## config.mk

```make
export PLATFORM = sky130hd
export DESIGN_NAME = wbuf_top
export DESIGN_NICKNAME = d
export VERILOG_FILES = /design/src/rtl/wbuf_pkg.sv /design/src/rtl/wbuf_ctrl.sv /design/src/rtl/wbuf_store.sv /design/src/rtl/wbuf_match.sv /design/src/rtl/wbuf_top.sv
export SDC_FILE = /design/constraint.sdc
export NUM_CORES = 1
export LEC_CHECK = 0
export ABC_AREA = 1
export BUFFER_PORTS_ARGS = -buffer_cell sky130_fd_sc_hd__buf_4
export CORE_ASPECT_RATIO = 1.25
export CORE_MARGIN = 2
export CORE_UTILIZATION = 50
export CTS_CLUSTER_SIZE = 28
export DETAILED_ROUTE_END_ITERATION = 8
export PLACE_DENSITY = 0.69
export SLEW_MARGIN = 30
export SYNTH_ARGS = -nofsm -noshare
export SYNTH_HDL_FRONTEND = slang
export SYNTH_HIERARCHICAL = 1
export SYNTH_SLANG_ARGS = --single-unit
```

## constraint.sdc

```tcl
create_clock -name clk -period 7.12 [get_ports clk]
set_input_delay 1.068 -clock clk [delete_from_list [all_inputs] [get_ports clk]]
set_output_delay 1.068 -clock clk [all_outputs]
set_load 0.05 [all_outputs]
```

## src/rtl/wbuf_pkg.sv

```systemverilog
package wbuf_pkg;

    // Occupancy of the store queue
    typedef enum logic [1:0] {
        OCC_EMPTY   = 2'd0,
        OCC_PARTIAL = 2'd1,
        OCC_FULL    = 2'd2
    } occ_state_e;

endpackage

```

## src/rtl/wbuf_ctrl.sv

```systemverilog
module wbuf_ctrl
    import wbuf_pkg::*;
#(
    parameter int DEPTH = 4,
    localparam int CNT_W = $clog2(DEPTH + 1)
) (
    input  logic             clk,
    input  logic             rst_n,
    input  logic             wr_valid,
    input  logic             mem_wready,
    output logic             push,
    output logic             pop,
    output logic             wr_stall,
    output logic             mem_wvalid,
    output logic [CNT_W-1:0] occ
);

    localparam logic [CNT_W-1:0] ONE  = CNT_W'(1);
    localparam logic [CNT_W-1:0] LAST = CNT_W'(DEPTH - 1);

    occ_state_e       state_q, state_d;
    logic [CNT_W-1:0] occ_q, occ_d;

    // State register
    always_ff @(posedge clk or negedge rst_n) begin
        if (!rst_n) begin
            state_q <= OCC_EMPTY;
            occ_q   <= '0;
        end else begin
            state_q <= state_d;
            occ_q   <= occ_d;
        end
    end

    // Outputs
    always_comb begin
        mem_wvalid = 1'b0;
        wr_stall   = 1'b0;
        unique case (state_q)
            OCC_EMPTY: begin
                mem_wvalid = 1'b0;
                wr_stall   = 1'b0;
            end
            OCC_PARTIAL: begin
                mem_wvalid = 1'b1;
                wr_stall   = 1'b0;
            end
            OCC_FULL: begin
                mem_wvalid = 1'b1;
                wr_stall   = wr_valid && !mem_wready;
            end
            default: begin
                mem_wvalid = 1'b0;
                wr_stall   = 1'b0;
            end
        endcase
        push = wr_valid && !wr_stall;
        pop  = mem_wvalid && mem_wready;
        occ  = occ_q;
    end

    // Next state
    always_comb begin
        unique case ({push, pop})
            2'b10:   occ_d = occ_q + ONE;
            2'b01:   occ_d = occ_q - ONE;
            default: occ_d = occ_q;
        endcase

        state_d = state_q;
        unique case (state_q)
            OCC_EMPTY: begin
                if (push) state_d = OCC_PARTIAL;                           // FILL_FIRST
            end
            OCC_PARTIAL: begin
                if (push && !pop && occ_q == LAST)     state_d = OCC_FULL;  // FILL_LAST
                else if (pop && !push && occ_q == ONE) state_d = OCC_EMPTY; // DRAIN_LAST
            end
            OCC_FULL: begin
                if (pop && !push) state_d = OCC_PARTIAL;                   // DRAIN_FULL
            end
            default: state_d = OCC_EMPTY;
        endcase
    end

endmodule

```

## src/rtl/wbuf_store.sv

```systemverilog
module wbuf_store #(
    parameter int DEPTH = 4,
    parameter int AW    = 16,
    parameter int DW    = 32,
    localparam int PTR_W = $clog2(DEPTH)
) (
    input  logic                      clk,
    input  logic                      rst_n,
    input  logic                      push,
    input  logic                      pop,
    input  logic [AW-1:0]             wr_addr,
    input  logic [DW-1:0]             wr_data,
    output logic [AW-1:0]             head_addr,
    output logic [DW-1:0]             head_data,
    output logic [DEPTH-1:0][AW-1:0]  slot_addr,
    output logic [DEPTH-1:0][DW-1:0]  slot_data,
    output logic [PTR_W-1:0]          rd_ptr
);

    localparam logic [PTR_W-1:0] STEP = PTR_W'(1);

    logic [PTR_W-1:0] wr_ptr;

    always_ff @(posedge clk or negedge rst_n) begin
        if (!rst_n) begin
            wr_ptr <= '0;
            rd_ptr <= '0;
        end else begin
            if (push) wr_ptr <= wr_ptr + STEP;
            if (pop)  rd_ptr <= rd_ptr + STEP;
        end
    end

    for (genvar g = 0; g < DEPTH; g++) begin : g_slot
        always_ff @(posedge clk) begin
            if (push && wr_ptr == PTR_W'(g)) begin
                slot_addr[g] <= wr_addr;
                slot_data[g] <= wr_data;
            end
        end
    end

    assign head_addr = slot_addr[rd_ptr];
    assign head_data = slot_data[rd_ptr];

endmodule

```

## src/rtl/wbuf_match.sv

```systemverilog
module wbuf_match #(
    parameter int DEPTH = 4,
    parameter int AW    = 16,
    parameter int DW    = 32,
    localparam int PTR_W = $clog2(DEPTH),
    localparam int CNT_W = $clog2(DEPTH + 1)
) (
    input  logic [AW-1:0]             rd_addr,
    input  logic [DEPTH-1:0][AW-1:0]  slot_addr,
    input  logic [DEPTH-1:0][DW-1:0]  slot_data,
    input  logic [PTR_W-1:0]          rd_ptr,
    input  logic [CNT_W-1:0]          occ,
    output logic                      hit,
    output logic [DW-1:0]             hit_data
);

    logic [DEPTH-1:0][PTR_W-1:0] slot_of;
    logic [DEPTH-1:0]            age_ok;

    // One comparator per age position, age 0 being the oldest entry
    for (genvar g = 0; g < DEPTH; g++) begin : g_cmp
        assign slot_of[g] = rd_ptr + PTR_W'(g);
        assign age_ok[g]  = (CNT_W'(g) < occ) && (slot_addr[slot_of[g]] == rd_addr);
    end

    // Younger matches override older ones
    always_comb begin
        hit      = 1'b0;
        hit_data = '0;
        for (int k = 0; k < DEPTH; k++) begin
            if (age_ok[k]) begin
                hit      = 1'b1;
                hit_data = slot_data[slot_of[k]];
            end
        end
    end

endmodule

```

## src/rtl/wbuf_top.sv

```systemverilog
module wbuf_top #(
    parameter int DEPTH = 4,
    parameter int AW    = 16,
    parameter int DW    = 32,
    localparam int PTR_W = $clog2(DEPTH),
    localparam int CNT_W = $clog2(DEPTH + 1)
) (
    input  logic          clk,
    input  logic          rst_n,
    input  logic          wr_valid,
    input  logic [AW-1:0] wr_addr,
    input  logic [DW-1:0] wr_data,
    output logic          wr_stall,
    input  logic          rd_req,
    input  logic [AW-1:0] rd_addr,
    output logic          rd_hit,
    output logic [DW-1:0] rd_data,
    output logic          mem_rvalid,
    output logic [AW-1:0] mem_raddr,
    output logic          mem_wvalid,
    output logic [AW-1:0] mem_waddr,
    output logic [DW-1:0] mem_wdata,
    input  logic          mem_wready
);

    logic                     push;
    logic                     pop;
    logic [CNT_W-1:0]         occ;
    logic [PTR_W-1:0]         rd_ptr;
    logic [DEPTH-1:0][AW-1:0] slot_addr;
    logic [DEPTH-1:0][DW-1:0] slot_data;
    logic                     match_hit;
    logic [DW-1:0]            match_data;

    wbuf_ctrl #(.DEPTH(DEPTH)) u_ctrl (
        .clk        (clk),
        .rst_n      (rst_n),
        .wr_valid   (wr_valid),
        .mem_wready (mem_wready),
        .push       (push),
        .pop        (pop),
        .wr_stall   (wr_stall),
        .mem_wvalid (mem_wvalid),
        .occ        (occ)
    );

    wbuf_store #(.DEPTH(DEPTH), .AW(AW), .DW(DW)) u_store (
        .clk       (clk),
        .rst_n     (rst_n),
        .push      (push),
        .pop       (pop),
        .wr_addr   (wr_addr),
        .wr_data   (wr_data),
        .head_addr (mem_waddr),
        .head_data (mem_wdata),
        .slot_addr (slot_addr),
        .slot_data (slot_data),
        .rd_ptr    (rd_ptr)
    );

    wbuf_match #(.DEPTH(DEPTH), .AW(AW), .DW(DW)) u_match (
        .rd_addr   (rd_addr),
        .slot_addr (slot_addr),
        .slot_data (slot_data),
        .rd_ptr    (rd_ptr),
        .occ       (occ),
        .hit       (match_hit),
        .hit_data  (match_data)
    );

    assign rd_hit     = rd_req && match_hit;
    assign rd_data    = rd_hit ? match_data : '0;
    assign mem_rvalid = rd_req && !match_hit;
    assign mem_raddr  = rd_addr;

endmodule

```

# [Word level (Yosys, flattened, before mapping)]
# Index checks and enable logic that the tools add are counted.
# W data, S select, Z words.
[totals] register_bits=201 elab_cells=102 in_bits=69 output_inout_bits=100
[classes] addsub=6 n_reduce_logical=27 order_cmp=8 n_eq_ne=16 muxes=33
[op_table] operator="$mux W32" n=9
[op_table] operator="$bmux W32 S2" n=4
[op_table] operator="$bmux W16 S2" n=4
[op_table] operator="$eq A16 B16 Y1" n=4
[op_table] operator="$mux W16" n=4
[op_table] operator="$logic_and A1 B1 Y1" n=17
[op_table] operator="$lt A2 B3 Y1 const B" n=4
[op_table] operator="$eq A2 B2 Y1 const B" n=4
[op_table] operator="$mux W2" n=4
[op_table] operator="$eq A2 B1 Y1 const B" n=3
[op_table] operator="$lt A1 B3 Y1 const A" n=2
[op_table] operator="$lt A2 B3 Y1 const A" n=2
[op_table] operator="$mux W1" n=6
[op_table] operator="$pmux W2 S3" n=1
[op_table] operator="$pmux W3 S2" n=1
[op_table] operator="$logic_not A1 Y1" n=5
[op_table] operator="$add A2 B1 Y2 const B" n=2
[op_table] operator="$add A2 B2 Y2 const B" n=2
[op_table] operator="$logic_not A2 Y1" n=2
[op_table] operator="$ne A2 B1 Y1 const B" n=2
[op_table] operator="$add A3 B1 Y3 const B" n=1
[op_table] operator="$eq A3 B1 Y1 const B" n=1
[op_table] operator="$eq A3 B2 Y1 const B" n=1
[op_table] operator="$ne A3 B1 Y1 const B" n=1
[op_table] operator="other kinds (4)" n=4

# [Depth between registers and ports, before layout]
# Gate-level depths: netlist of the first run.
[logic_depth] word_depth=11 mapped_depth=20 depth_no_buf=17

# [Cells and area by module]
# The synthesis of the first run kept the hierarchy.
[by_module_without_submodules] module="wbuf_store" cells_each=778 area_per_inst_um2=8299.2 seq_area_each_um2=5865.6 instances=1
[by_module_without_submodules] module="wbuf_match" cells_each=1514 area_per_inst_um2=7040.5 seq_area_each_um2=0.0 instances=1
[by_module_without_submodules] module="wbuf_top" cells_each=87 area_per_inst_um2=484.2 seq_area_each_um2=0.0 instances=1
[by_module_without_submodules] module="wbuf_ctrl" cells_each=55 area_per_inst_um2=445.4 seq_area_each_um2=125.1 instances=1

# [Least setup slack after synthesis of the first run]
# Ideal clock, no wire load.
[synth_timing] kind="input to output" from="input port rd_addr[12]" to="output port rd_data[0]" path_slack_ns=3.255 n_path_buf=1 path_stages=12 required_time_ns=6.052 t_arrival_ns=2.797 cell_sequence="inv_1 -> nand3_1 -> nand2_1 -> nand3_1 -> nor2_1 -> nand3_1 -> nor2_4 -> inv_2 -> buf_2 -> nand4_1 -> nand2_2 -> nor2_1"
[synth_via] elab_chain_cells=8 elab_cells_between_ends=18 classes_between="4 x eq/ne; 9 x mux; 5 x reduce/logical"
[synth_lines] item="from (decl)" line="wbuf_top.sv:15" text="input logic [AW-1:0] rd_addr,"
[synth_lines] item="$eq A16 B16 Y1" line="wbuf_match.sv:23" text="assign age_ok[g] = (CNT_W'(g) < occ) && (slot_addr[slot_of[g]] == rd_addr);"
[synth_lines] item="$logic_and A1 B1 Y1" line="wbuf_match.sv:23"
[synth_lines] item="$mux W1 (3 in series)" line="wbuf_match.sv:31" text="if (age_ok[k]) begin"
[synth_lines] item="$mux W1 (*)" line="wbuf_match.sv:31"
[synth_lines] item="net match_hit" line="wbuf_top.sv:32" text="logic match_hit;"
[synth_lines] item="$logic_and A1 B1 Y1 (*)" line="wbuf_top.sv:71" text="assign rd_hit = rd_req && match_hit;"
[synth_lines] item="$mux W32 (*)" line="wbuf_top.sv:72" text="assign rd_data = rd_hit ? match_data : '0;"
[synth_lines] item="to (decl)" line="wbuf_top.sv:17" text="output logic [DW-1:0] rd_data,"
# The timed path passes the listed nets; every way through them passes the cells marked *.

# [Final worst setup path of the first run]
[layout_timing] from="register u_store.rd_ptr[0]" to="output port rd_data[31]"
[layout_via] elab_chain_cells=10 elab_cells_between_ends=37 classes_between="3 x add/sub; 4 x eq/ne; 25 x mux; 5 x reduce/logical"
[layout_lines] item="from (decl)" line="wbuf_store.sv:17" text="output logic [PTR_W-1:0] rd_ptr"
[layout_lines] item="from (signal assigned)" line="wbuf_store.sv:30" text="if (pop) rd_ptr <= rd_ptr + STEP;"
[layout_lines] item="$add A2 B1 Y2 or $bmux W16 S2 (tied branches)" line="wbuf_match.sv:22, wbuf_match.sv:23"
[layout_lines] item="$bmux W16 S2 or $mux W16 (tied branches)" line="wbuf_match.sv:23"
[layout_lines] item="$mux W16 (not written as such) or $eq A16 B16 Y1 (tied branches)" line="wbuf_match.sv:23"
[layout_lines] item="$eq A16 B16 Y1 or $logic_and A1 B1 Y1 (tied branches)" line="wbuf_match.sv:23"
[layout_lines] item="$logic_and A1 B1 Y1 or $mux W1 (tied branches)" line="wbuf_match.sv:23, wbuf_match.sv:31"
[layout_lines] item="$mux W1 (2 in series)" line="wbuf_match.sv:31"
[layout_lines] item="$mux W1 (*)" line="wbuf_match.sv:31"
[layout_lines] item="net match_hit" line="wbuf_top.sv:32"
[layout_lines] item="$logic_and A1 B1 Y1 (*)" line="wbuf_top.sv:71"
[layout_lines] item="$mux W32 (*)" line="wbuf_top.sv:72"
# The timed path passes the listed nets; every way through them passes the cells marked *. The select of a mux whose other input is x is not followed.

==> metrics.txt, run 1 <==
run status=completed; worst setup path start=u_store/rd_ptr[0]; number of library cell types mapped by synthesis=34; Compound-Gate Fraction of Synth Area=between 8 and 9%; Post-Synth Adder-Cell Area=about 1.1%; vias per std cell=~5.4; Die X-Extent=165 um; clk buf depth=3; Layout Cell Area excl Fill=about 18000 sq um; CTS Root Cell=clkbuf_16; post-synthesis simple-gate area fraction=roughly 34%; max-cap violations=0; RR Startpoint=u_ctrl/state_q[0]; initial drt markers=between 1k and 1.5k; post-cts gate resize count=0; Tot GR Track Use=about 28%; Clock transition at path regs=approximately 0.06 ns; Pre-antenna DRT Iters=7; final hold vios=0; flop2flop setup slack=approximately 4.4 ns; layout cells sized above 1=11.4%; Worst Path Required=6.05 ns; crit path launch type=flip-flop; clock sinks=around 200; post-synthesis xor/xnor area fraction=0.700%; fin crit share=around 82%; Avg WL per Cell=16.7 um; setup total negative slack=0 ns; PwrDens=approximately 450 nW/um^2; Critical Path End Type=output port; total setup buffers inserted after CTS=0; topmost layer with routed signal wires=met4; filler instances=~3k; post-route DRC violation count=0; grt total ovfl=0; total number of vias=~16k; register area share after synthesis=a little under two fifths; Slew @ Worst Pin=around 1.0 ns; unrepaired setup endpoints after global routing=no; met3 wire length=around 3.7 mm; H-Tree Depth=1; flops & latches, synth=about 200; crit path to=rd_data[31]; placer congestion estimate=~0.97; wl on met1=between 15 and 20 mm; Syn-to-layout area delta=11.0%; Worst-Skew Late Latency=~0.53 ns; multiplexer area fraction after synthesis=just under 4%; antenna violations before repair=1; crit-path max FO=between 70 and 80; headroom to the max-slew limit=between 30% and 40%; IO Port Bufs=around 170; Worst VDD drop=about 0.42 mV; Avg Inst Size Synth=about 6.7 sq um; Chip Height=between 200 and 250 um; clk_skew=about 0.011 ns; Crit path arrival time=4.80 ns; HP Class=in -> async; first-pass GRT wire length=roughly 75 mm; LEAKAGE=approximately 9 nW; Die Area=between 30000 and 40000 sq um; Setup CP Type=reg -> out; Placement Cell Area=17400 sq um; r2r worst-path depth=8; core area=around 32000 sq um; Final Slew Violations=0; DP Cell Count=between 2k and 3k; final setup fails=0; Non-Filler Instances=2920; num rows=73; I/O Pins=around 170; Post-DP HPWL=about 31 mm; Worst R2R End=u_store/slot_data[73]; Syn Inst Count=between 2k and 2.5k; largest family of logic cells by synthesized area=simple AND/OR/NAND/NOR gates; initial core utilization=about 51%; Mapped Area=about 16000 sq um; vias in the first global route=between 10k and 15k; CTS tree=done; CTS Hold Bufs=0; post-route ant nets=0; Synth Warn #=6; Final #Nets=2574; Max Freq=0.170 GHz; Final min period=5.87 ns; largest net degree at the start of global routing=129; met2 WL=roughly 24 mm; Syn Nets=2517; final WL=slightly below 50 mm; Num CTS Buffers=22
how the worst min path moves through the flow:
stage	end	start	slack, ns	depth (start not counted)
finish	u_store/wr_ptr[1]	rst_n	0.36	1
global route	u_store/wr_ptr[1]	rst_n	0.36	1
CTS	u_store/wr_ptr[1]	rst_n	0.35	1
detailed placement	u_ctrl/state_q[0]	u_ctrl/state_q[0]	0.53	2
global placement	u_ctrl/state_q[1]	u_ctrl/state_q[1]	0.52	2
floorplan	u_ctrl/state_q[1]	u_ctrl/state_q[1]	0.49	2
Yosys cell counts:
cell / number / area, sq um
nand2_1: 838 / 3150
inv_1: 375 / 1410
nand3_1: 241 / 1210
o21ai_0: 206 / 1030
edfxtp_1: 192 / 5770
nor2_1: 135 / 507
nand4_1: 67 / 419
mux2i_1: 64 / 641
buf_2: 57 / 285
clkbuf_1: 53 / 199
a21oi_1: 35 / 175
nor2_2: 33 / 206
buf_4: 32 / 240
o21ai_1: 19 / 95.1
buf_6: 17 / 191
ha_1: 14 / 175
xor2_1: 11 / 96.3
dfrtp_1: 9 / 225
o211ai_1: 8 / 60.1
inv_2: 6 / 22.5
buf_1: 4 / 15.0
nand2_2: 3 / 18.8
nand2_4: 2 / 22.5
nor2_4: 2 / 22.5
xnor2_1: 2 / 17.5
a21o_1: 1 / 7.51
and2_1: 1 / 6.26
inv_6: 1 / 8.76
nand3_2: 1 / 10.0
nor3_2: 1 / 10.0
o21ai_4: 1 / 16.3
o21bai_1: 1 / 7.51
o22ai_1: 1 / 6.26
or2_1: 1 / 6.26
critical path, cell delays in order, from the launching register on:
cell	delay, ns
dfrtp_4	0.66
inv_6	0.47
nand2_2	0.12
nand2_4	0.37
nand2_1	0.13
o21ai_1	0.10
nand2_1	0.07
nand2_1	0.06
nand2_1	0.08
nor2_4	0.76
nand3_2	0.16
nand4_1	0.17
nand2_2	0.32
buf_4	0.37
nor2_1	0.15
buf_4	0.22
cell usage in the layout, fill, tap and decap left out, types with 9 or more instances in the layout:
| cell | synthesis | final |
|---|---|---|
| a21oi_1 | 35 | 35 |
| buf_4 | 32 | 195 |
| clkbuf_16 | 0 | 23 |
| edfxtp_1 | 192 | 192 |
| ha_1 | 14 | 14 |
| inv_1 | 375 | 371 |
| inv_2 | 6 | 9 |
| mux2i_1 | 64 | 64 |
| nand2_1 | 838 | 838 |
| nand3_1 | 241 | 240 |
| nand4_1 | 67 | 67 |
| nor2_1 | 135 | 134 |
| nor2_2 | 33 | 32 |
| o21ai_0 | 206 | 206 |
| o21ai_1 | 19 | 19 |
| xor2_1 | 11 | 11 |
sequential cells by signal (all words and copies together), names as in the netlist:
name and flops:
u_ctrl/occ 3, u_ctrl/state_q 2, u_store/rd_ptr 2, u_store/slot_addr 64, u_store/slot_data 128, u_store/wr_ptr 2
routing by layer:
| metal | vias to the layer above | track usage [%] |
|---|---|---|
| met5 | - | 0 |
| met4 | 0 | 12.1 |
| met3 | 119 | 3.23 |
| met2 | 620 | 50.1 |
| met1 | 7238 | 33.9 |
| li1 | 7850 | - |
cells by family (layout without fill, tap and decap cells):
kind of cell / Yosys count / in the layout
and+or+nand+nor: 1325 / 1325
buffers and inverters: 545 / 617
AOI/OAI and AO/OA: 272 / 272
DFF: 201 / 201
muxes: 64 / 64
adders and majority gates: 14 / 14
xor gates and xnor gates: 13 / 13
other: 0 / 2
cell type report:
type / instances / area (sq um) / area share [%]
clock buffer: 25 / 583 / 3.23
inverter: 382 / 1440 / 7.97
clock inverter: 14 / 120 / 0.665
antenna: 2 / 5.00 / 0.0277
multi-input combinational: 1688 / 7930 / 43.9
timing repair buffer: 196 / 1480 / 8.17
tap: 412 / 515 / 2.85
sequential: 201 / 6000 / 33.2
per-stage QoR:
| stage | hold WS (ns) | util, % | power (mW) | worst slack (ns) |
|---|---|---|---|---|
| floorplan | 0.489 | - | 5.68 | 3.26 |
| global placement | 0.515 | 54.3 | 6.76 | 1.99 |
| detailed placement | 0.534 | 54.3 | 6.86 | 1.84 |
| CTS | 0.347 | 56.5 | 8.03 | 1.26 |
| global route | 0.355 | 56.5 | 8.64 | 0.909 |
| finish | 0.356 | 56.5 | 8.05 | 1.25 |
power breakdown:
| group | switching (mW) | leakage [nW] | internal, mW |
|---|---|---|---|
| Combinational | 3.72 | 6.83 | 1.45 |
| Sequential | 0.184 | 1.87 | 1.57 |
| Clock | 0.476 | 0.346 | 0.658 |
No activity file was read; power rests on OpenSTA's default activity.
==> run 2: changes to the inputs <==
--- a/config.mk
+++ b/config.mk
@@ -5,14 +5,14 @@
 export SDC_FILE = /design/constraint.sdc
 export NUM_CORES = 1
 export LEC_CHECK = 0
-export ABC_AREA = 1
+export ABC_AREA = 0
 export BUFFER_PORTS_ARGS = -buffer_cell sky130_fd_sc_hd__buf_4
 export CORE_ASPECT_RATIO = 1.25
 export CORE_MARGIN = 2
 export CORE_UTILIZATION = 50
 export CTS_CLUSTER_SIZE = 28
 export DETAILED_ROUTE_END_ITERATION = 8
-export PLACE_DENSITY = 0.69
+export PLACE_DENSITY = 0.7
 export SLEW_MARGIN = 30
 export SYNTH_ARGS = -nofsm -noshare
 export SYNTH_HDL_FRONTEND = slang
==> constraint.sdc (replaced) <==
create_clock -name clk -period 5.7 [get_ports clk]
set_input_delay 0.855 -clock clk [delete_from_list [all_inputs] [get_ports clk]]
set_output_delay 0.855 -clock clk [all_outputs]
set_load 0.05 [all_outputs]
==> run 2 against run 1 <==
Against the previous run: combinational power up 3%; die area down 8.3%; worst hold slack worse by 0.21 ns; synthesized cell count down 48%; final cell count down 39%; core utilization up 1.3 points; sequential share of layout area up 2.2 points; sequential power up 28%; clock-buffer cell count up 5; global-route usage down 4.0 points; critical path depth down 3; critical endpoint is now rd_data[1]; largest cell class unchanged; largest power group unchanged; highest routed layer unchanged.
==> metrics.txt, run 2 <==
post-route DRC violation count=0 (unchanged); Finished Core Util=57.8% (+1.3 points); Syn Nets=1354 (-46%); vias per std cell=6.14 (+13%); Syn Inst Count=1271 (-48%); Slew @ Worst Pin=1.04 ns (+0.0333 ns); LEAKAGE=6.33 nW (-30%); crit-path max FO=46 (-38%); Total Power=9.01 mW (+12%); Post-Synth Adder-Cell Area=1.18% (+0.10 points); largest family of logic cells by synthesized area=multiplexers; Post-synth top flop=edfxtp_1; Pre-antenna DRT Iters=5 (-2); vias in the first global route=10.7k (-27%); largest cells by area after synthesis=edfxtp_1, mux4_2, mux2i_1, nand2_1, mux2_2; Avg WL per Cell=21.4 um (+28%); Final #Nets=1443 (-44%); CTS Root Cell=clkbuf_16; Critical Path End Type=output port; final setup fails=0 (unchanged); Commonest cells post-synth=nand2_1, edfxtp_1, mux2i_1; Worst VDD drop=0.528 mV (+27%); headroom to the max-slew limit=30.8% (-2.1 points); flops & latches, synth=201 (unchanged); Synth Warn #=6 (unchanged); largest area contributor in the netlist=edfxtp_1; Worst R2R End=u_store/slot_data[51]; largest net degree at the start of global routing=163 (+26%); DP Cell Count=1730 (-40%); total number of vias=10.9k (-31%); filler instances=2431 (-20%); post-synth top area share=38.7% (+3.3 points); Post-DP HPWL=24.7 mm (-21%); flop2flop setup slack=2.93 ns (-1.50 ns); antenna violations before repair=1 (unchanged); multiplexer area fraction after synthesis=27.1% (+23 points); post-route ant nets=0 (unchanged); commonest non-fill, non-tap cells in the layout=nand2_1, buf_4, edfxtp_1; RR Startpoint=u_ctrl/state_q[0]; grt total ovfl=0 (unchanged); Max Freq=about 0.18 GHz; post-synthesis simple-gate area fraction=11.3% (-23 points); Syn-to-layout area delta=13.6%; CTS Hold Bufs=0 (unchanged); number of library cell types mapped by synthesis=64 (+88%); Mapped Area=14900 sq um (-8.5%); Biggest register=u_store/slot_data; initial drt markers=833 (-44%); Die X-Extent=158 um (-4.2%); setup total negative slack=0 ns (unchanged); fin crit share=between 90% and 100%; unrepaired setup endpoints after global routing=no; r2r worst-path depth=7 (-1); post-cts gate resize count=0 (unchanged); Die Area=31200 sq um (-8.3%); HP Class=in -> async; run status=completed; Tot GR Track Use=24.1% (-4.0 points); clock sinks=201 (unchanged); Setup CP Type=reg -> out; Non-Filler Instances=1774 (-39%); Chip Height=197 um (-4.2%); initial core utilization=50.9% (about the same); IO Port Bufs=168 (unchanged); Worst Path Required=4.85 ns (-1.20 ns); I/O Pins=169 (unchanged); Avg Inst Size Synth=11.7 sq um (+75%); most numerous cell in the Yosys netlist=nand2_1; placer congestion estimate=0.923 (-4.5%); layout cells sized above 1=32.1% (+21 points); PwrDens=532 nW/um^2 (+19%); final hold vios=0 (unchanged); H-Tree Depth=1 (unchanged); Final min period=~5.5 ns; CTS tree=done; Crit path arrival time=4.64 ns (-0.16 ns); Clock transition at path regs=0.06 ns (about the same); Num CTS Buffers=23 (+4.5%); register area share after synthesis=40.2% (+3.4 points); core area=29300 sq um (-8.5%); total setup buffers inserted after CTS=0 (unchanged); crit path launch type=flip-flop; first-pass GRT wire length=58.0 mm (-23%); Final Slew Violations=0 (unchanged); post-synthesis xor/xnor area fraction=4.00% (+3.3 points); num rows=70 (-4.1%); Post-synth EDFFs=192 (unchanged); Worst-Skew Late Latency=0.53 ns (about the same); most common cell after layout, fill and taps aside=nand2_1; Largest register FFs=128 (unchanged); clk buf depth=3 (unchanged); Compound-Gate Fraction of Synth Area=10.3% (+1.7 points); ys async rst share=4.48% (unchanged); clk_skew=0.0126 ns (+0.00151 ns); final WL=38.0 mm (-22%); max-cap violations=0 (unchanged)
## run 2: cell types whose count changed after synthesis, sizes merged, moves of 32 or more
cell    change
inv       -367
mux4       +74
nand3     -238
mux2i      +98
o21ai     -184
nand2     -633
mux2       +64
xnor2      +49
nor2      -125
a221oi     +33
and3       +32
o311ai     +32
buf        -35
## run 2: worst max-delay path by stage
stage / startpoint / to / slack [ns] / cells after the start
final: u_store/rd_ptr[1] / rd_data[1] / 0.20 / 12
after global routing: u_store/rd_ptr[1] / rd_data[1] / 0.05 / 12
after CTS: u_store/rd_ptr[0] / rd_data[3] / 0.08 / 11
after detailed placement: u_store/rd_ptr[0] / rd_data[1] / 0.68 / 10
after global placement: u_store/rd_ptr[0] / rd_data[1] / 0.69 / 10
after floorplan: u_store/rd_ptr[1] / rd_data[23] / 1.41 / 15
## run 2: metal layers
metal	GRT usage (%)	vias up	wire [um]
li1	-	5071	-
met1	30.2	5334	15200
met2	41.5	387	19100
met3	3.25	101	2130
met4	10.5	0	1510
met5	0	-	0
## run 2: logic make-up (layout without fill, tap and decap cells)
kind of cell | count (synthesis) | after routing
xor gates and xnor gates | 68 | 68
other | 0 | 3
and+or+nand+nor | 362 | 362
DFF | 201 | 201
AOI/OAI and AO/OA | 176 | 176
adders and majority gates | 14 | 14
muxes | 300 | 300
buffers and inverters | 150 | 254
## run 2: power by group
group	total, mW	switching, mW	internal [mW]
sequential	2.24	0.282	1.96
combinational	5.29	3.19	2.10
clock	1.47	0.574	0.897
total	9.01	4.05	4.96
## run 2: area by class of cell
| type | instances | area (sq um) | share of cell area [%] |
|---|---|---|---|
| multi-input combinational | 920 | 8060 | 47.6 |
| sequential | 201 | 6000 | 35.4 |
| timing repair buffer | 199 | 1560 | 9.20 |
| clock buffer | 30 | 622 | 3.67 |
| tap | 396 | 495 | 2.93 |
| clock inverter | 10 | 124 | 0.732 |
| inverter | 15 | 58.8 | 0.348 |
| antenna | 3 | 7.51 | 0.0444 |
## run 2: per-stage QoR
stage | hold slack [ns] | cell area, sq um | setup WS [ns]
after floorplan | 0.494 | 14900 | 1.41
after global placement | 0.526 | 16100 | 0.694
after detailed placement | 0.529 | 16100 | 0.679
after CTS | 0.135 | 16900 | 0.0832
after global routing | 0.149 | 16900 | 0.0504
final | 0.151 | 16900 | 0.202
## run 2: critical path: stages (launching register included)
cell	delay, ns
dfrtp_4	0.66
buf_12	0.32
buf_4	0.27
mux4_2	0.33
xnor2_1	0.19
and4_1	0.22
o211ai_1	0.28
o31ai_4	0.26
buf_4	0.44
a221oi_1	0.17
o311ai_1	0.50
and3_2	0.25
buf_4	0.19
==> run 3: changes to the inputs <==
--- a/config.mk
+++ b/config.mk
@@ -13,8 +13,8 @@
 export CTS_CLUSTER_SIZE = 28
 export DETAILED_ROUTE_END_ITERATION = 8
 export PLACE_DENSITY = 0.7
+export SETUP_SLACK_MARGIN = 0.1
 export SLEW_MARGIN = 30
 export SYNTH_ARGS = -nofsm -noshare
 export SYNTH_HDL_FRONTEND = slang
-export SYNTH_HIERARCHICAL = 1
 export SYNTH_SLANG_ARGS = --single-unit
==> run 3 against run 2 <==
Against the previous run: via count down 3.6%; setup slack better by 0.19 ns; critical path depth shrank 1; final area shrank 4.0%; worst hold slack better by 0.028 ns; non-clock buffer count increased by 3; total power shrank 5.0%; register-to-register slack improved by 0.32 ns; combinational power shrank 6.4%; clock power decreased by 7%; highest routed layer unchanged; synthesized cell count shrank 14%; largest power group unchanged; clock-buffer cell count down 6.
==> metrics.txt, run 3 <==
flops & latches, synth=201 (unchanged); vias in the first global route=10.3k (-3.5%); Critical-path top delay cell=dfrtp_4; Worst VDD drop=0.361 mV (-32%); antenna violations before repair=2 (+1); flop2flop setup slack=3.25 ns (+0.32 ns); Avg Inst Size Synth=13.1 sq um (+12%); Crit path arrival time=4.45 ns (-0.19 ns); Syn Nets=1176 (-13%); Worst Path Required=4.85 ns (about the same); Clock transition at path regs=0.07 ns (about the same); Setup CP Type=reg -> out; final setup fails=0 (unchanged); setup total negative slack=0 ns (unchanged); headroom to the max-slew limit=42.6% (+12 points); layout cells sized above 1=36.2% (+4.0 points); crit-path max FO=20 (-57%); Placement Cell Area=15500 sq um (-4.0%); Largest register FFs=128 (unchanged); Worst-Skew Late Latency=0.49 ns (-0.04 ns); Max Freq=0.189 GHz (+3.7%); Biggest register=u_store.slot_data; Worst R2R End=u_store.slot_data[10]; clk buf depth=3 (unchanged); ys async rst share=4.48% (unchanged); max-cap violations=0 (unchanged); Slew @ Worst Pin=0.861 ns (-0.177 ns); Final Slew Violations=0 (unchanged); CTS Hold Bufs=0 (unchanged); placer congestion estimate=0.915 (-0.84%); CTS tree=done; num rows=69 (-1.4%); core area=28300 sq um (-3.2%); post-synth top area share=40.2% (+1.5 points); grt total ovfl=0 (unchanged); Non-Filler Instances=1551 (-13%); RR Startpoint=u_ctrl.state_q[0]; clk_skew=0.00625 ns (-0.00636 ns); final hold vios=0 (unchanged); Post-synth top flop=edfxtp_1; most common cell after layout, fill and taps aside=buf_4; Die Area=30100 sq um (-3.6%); Chip Height=193 um (-1.8%); largest net degree at the start of global routing=71 (-56%); CP peak stage delay=0.65 ns (about the same); commonest non-fill, non-tap cells in the layout=buf_4, edfxtp_1, mux4_2; Final #Nets=1264 (-12%); fin crit share=93.0% (-3.4 points); Num CTS Buffers=21 (-8.7%); final WL=38.6 mm (+1.5%); first-pass GRT wire length=57.6 mm (-0.58%); largest cells by area after synthesis=edfxtp_1, mux4_2, mux2i_1, xnor2_1, nand4_1; H-Tree Depth=1 (unchanged); run status=completed; post-route ant nets=0 (unchanged); most numerous cell in the Yosys netlist=edfxtp_1; hold slack final=0.179 ns (+0.0278 ns); unrepaired setup endpoints after global routing=no; total setup buffers inserted after CTS=0 (unchanged); filler instances=2326 (-4.3%); Mapped Area=14300 sq um (-3.7%); CTS Root Cell=clkbuf_16; Critical Path End Type=output port; number of library cell types mapped by synthesis=62 (-3.1%); Pre-antenna DRT Iters=5 (unchanged); initial core utilization=50.6% (-0.28 points); total number of vias=10.5k (-3.6%); Syn-to-layout area delta=13.3%; IO Port Bufs=168 (unchanged); initial drt markers=788 (-5.4%); Syn Inst Count=1094 (-14%); post-route DRC violation count=0 (unchanged); Final min period=5.30 ns (-0.195 ns); largest area contributor in the netlist=edfxtp_1; Synth Warn #=0 (-6); register area share after synthesis=41.8% (+1.6 points); I/O Pins=169 (unchanged); worst path cell trace=buf_4 > buf_4 > mux4_2 > xnor2_1 > nand4_1 > nor3_4 > buf_4 > nand3_1 > and4_1 > a211oi_2 > buf_4; Top cell by count, worst path=buf_4; DP Cell Count=1512 (-13%); crit path launch type=flip-flop; r2r worst-path depth=6 (-1); LEAKAGE=5.49 nW (-13%); Finished Core Util=57.4% (-0.50 points); vias per std cell=6.77 (+10%); HP Class=in -> async; Avg WL per Cell=24.9 um (+16%); clock sinks=201 (unchanged); Commonest cells post-synth=edfxtp_1, mux4_2, nand4_1; PwrDens=527 nW/um^2 (-0.99%); Post-synth EDFFs=192 (unchanged); Tot GR Track Use=24.6% (+0.50 points); post-cts gate resize count=0 (unchanged); Post-DP HPWL=25.7 mm (+4.0%); Layout Cell Area excl Fill=16200 sq um (-4.0%); Die X-Extent=155 um (-1.8%)
==> run 3: metal layers <==
| layer | wire length, um | global-route usage [%] | up-vias |
|---|---|---|---|
| met1 | 14200 | 29.8 | 5295 |
| met4 | 1310 | 9.41 | 0 |
| met5 | 0 | 0 | - |
| met3 | 2720 | 3.07 | 101 |
| li1 | - | - | 4619 |
| met2 | 20400 | 44.5 | 484 |
==> run 3: layout make-up <==
cell class	count	area (sq um)	area share (%)
clock inverter	11	133	0.817
tap	355	444	2.73
clock buffer	24	547	3.37
timing repair buffer	202	1560	9.62
sequential	201	6000	36.9
antenna	2	5.00	0.0308
multi-input combinational	739	7490	46.1
inverter	17	63.8	0.393
==> run 3: power by group <==
group / switching, mW / internal [mW]
logic: 2.91 / 2.04
registers: 0.278 / 1.96
clock network: 0.548 / 0.820
total: 3.74 / 4.82
==> run 3: how the worst max path moves through the flow <==
stage                            from  slack (ns)     endpoint  cells past startpoint
finish              u_store.rd_ptr[1]        0.40   rd_data[2]                     11
global route        u_store.rd_ptr[1]        0.19   rd_data[2]                     11
CTS                 u_store.rd_ptr[0]        0.21   rd_data[2]                     10
detailed placement  u_store.rd_ptr[0]        0.75   rd_data[2]                     10
global placement    u_store.rd_ptr[0]        0.89   rd_data[1]                     11
floorplan           u_store.rd_ptr[0]        0.97  rd_data[30]                     13
==> run 3: cells by family after synthesis <==
group,count (synthesis),share of synthesized area [%]
muxes,220,27.0
and+or+nand+nor,225,8.14
adders and majority gates,13,1.13
DFF,201,41.8
xor gates and xnor gates,69,4.22
AOI/OAI and AO/OA,212,11.7
buffers and inverters,154,6.09
==> run 3: worst max-delay path, delay by kind of cell, from the launching register on <==
kind | cells | cell delay [ns]
flip-flops | 1 | 0.65
AO/OA/AOI/OAI | 1 | 0.24
AND/OR/NAND/NOR | 4 | 1.27
buffers and inverters | 4 | 1.17
multiplexers | 1 | 0.36
XOR/XNOR | 1 | 0.23
==> run 3: per-stage QoR <==
| stage | setup WS [ns] | power [mW] |
|---|---|---|
| floorplan | 0.968 | 6.13 |
| global placement | 0.892 | 7.10 |
| detailed placement | 0.747 | 7.16 |
| CTS | 0.205 | 8.53 |
| global route | 0.189 | 8.96 |
| finish | 0.397 | 8.56 |
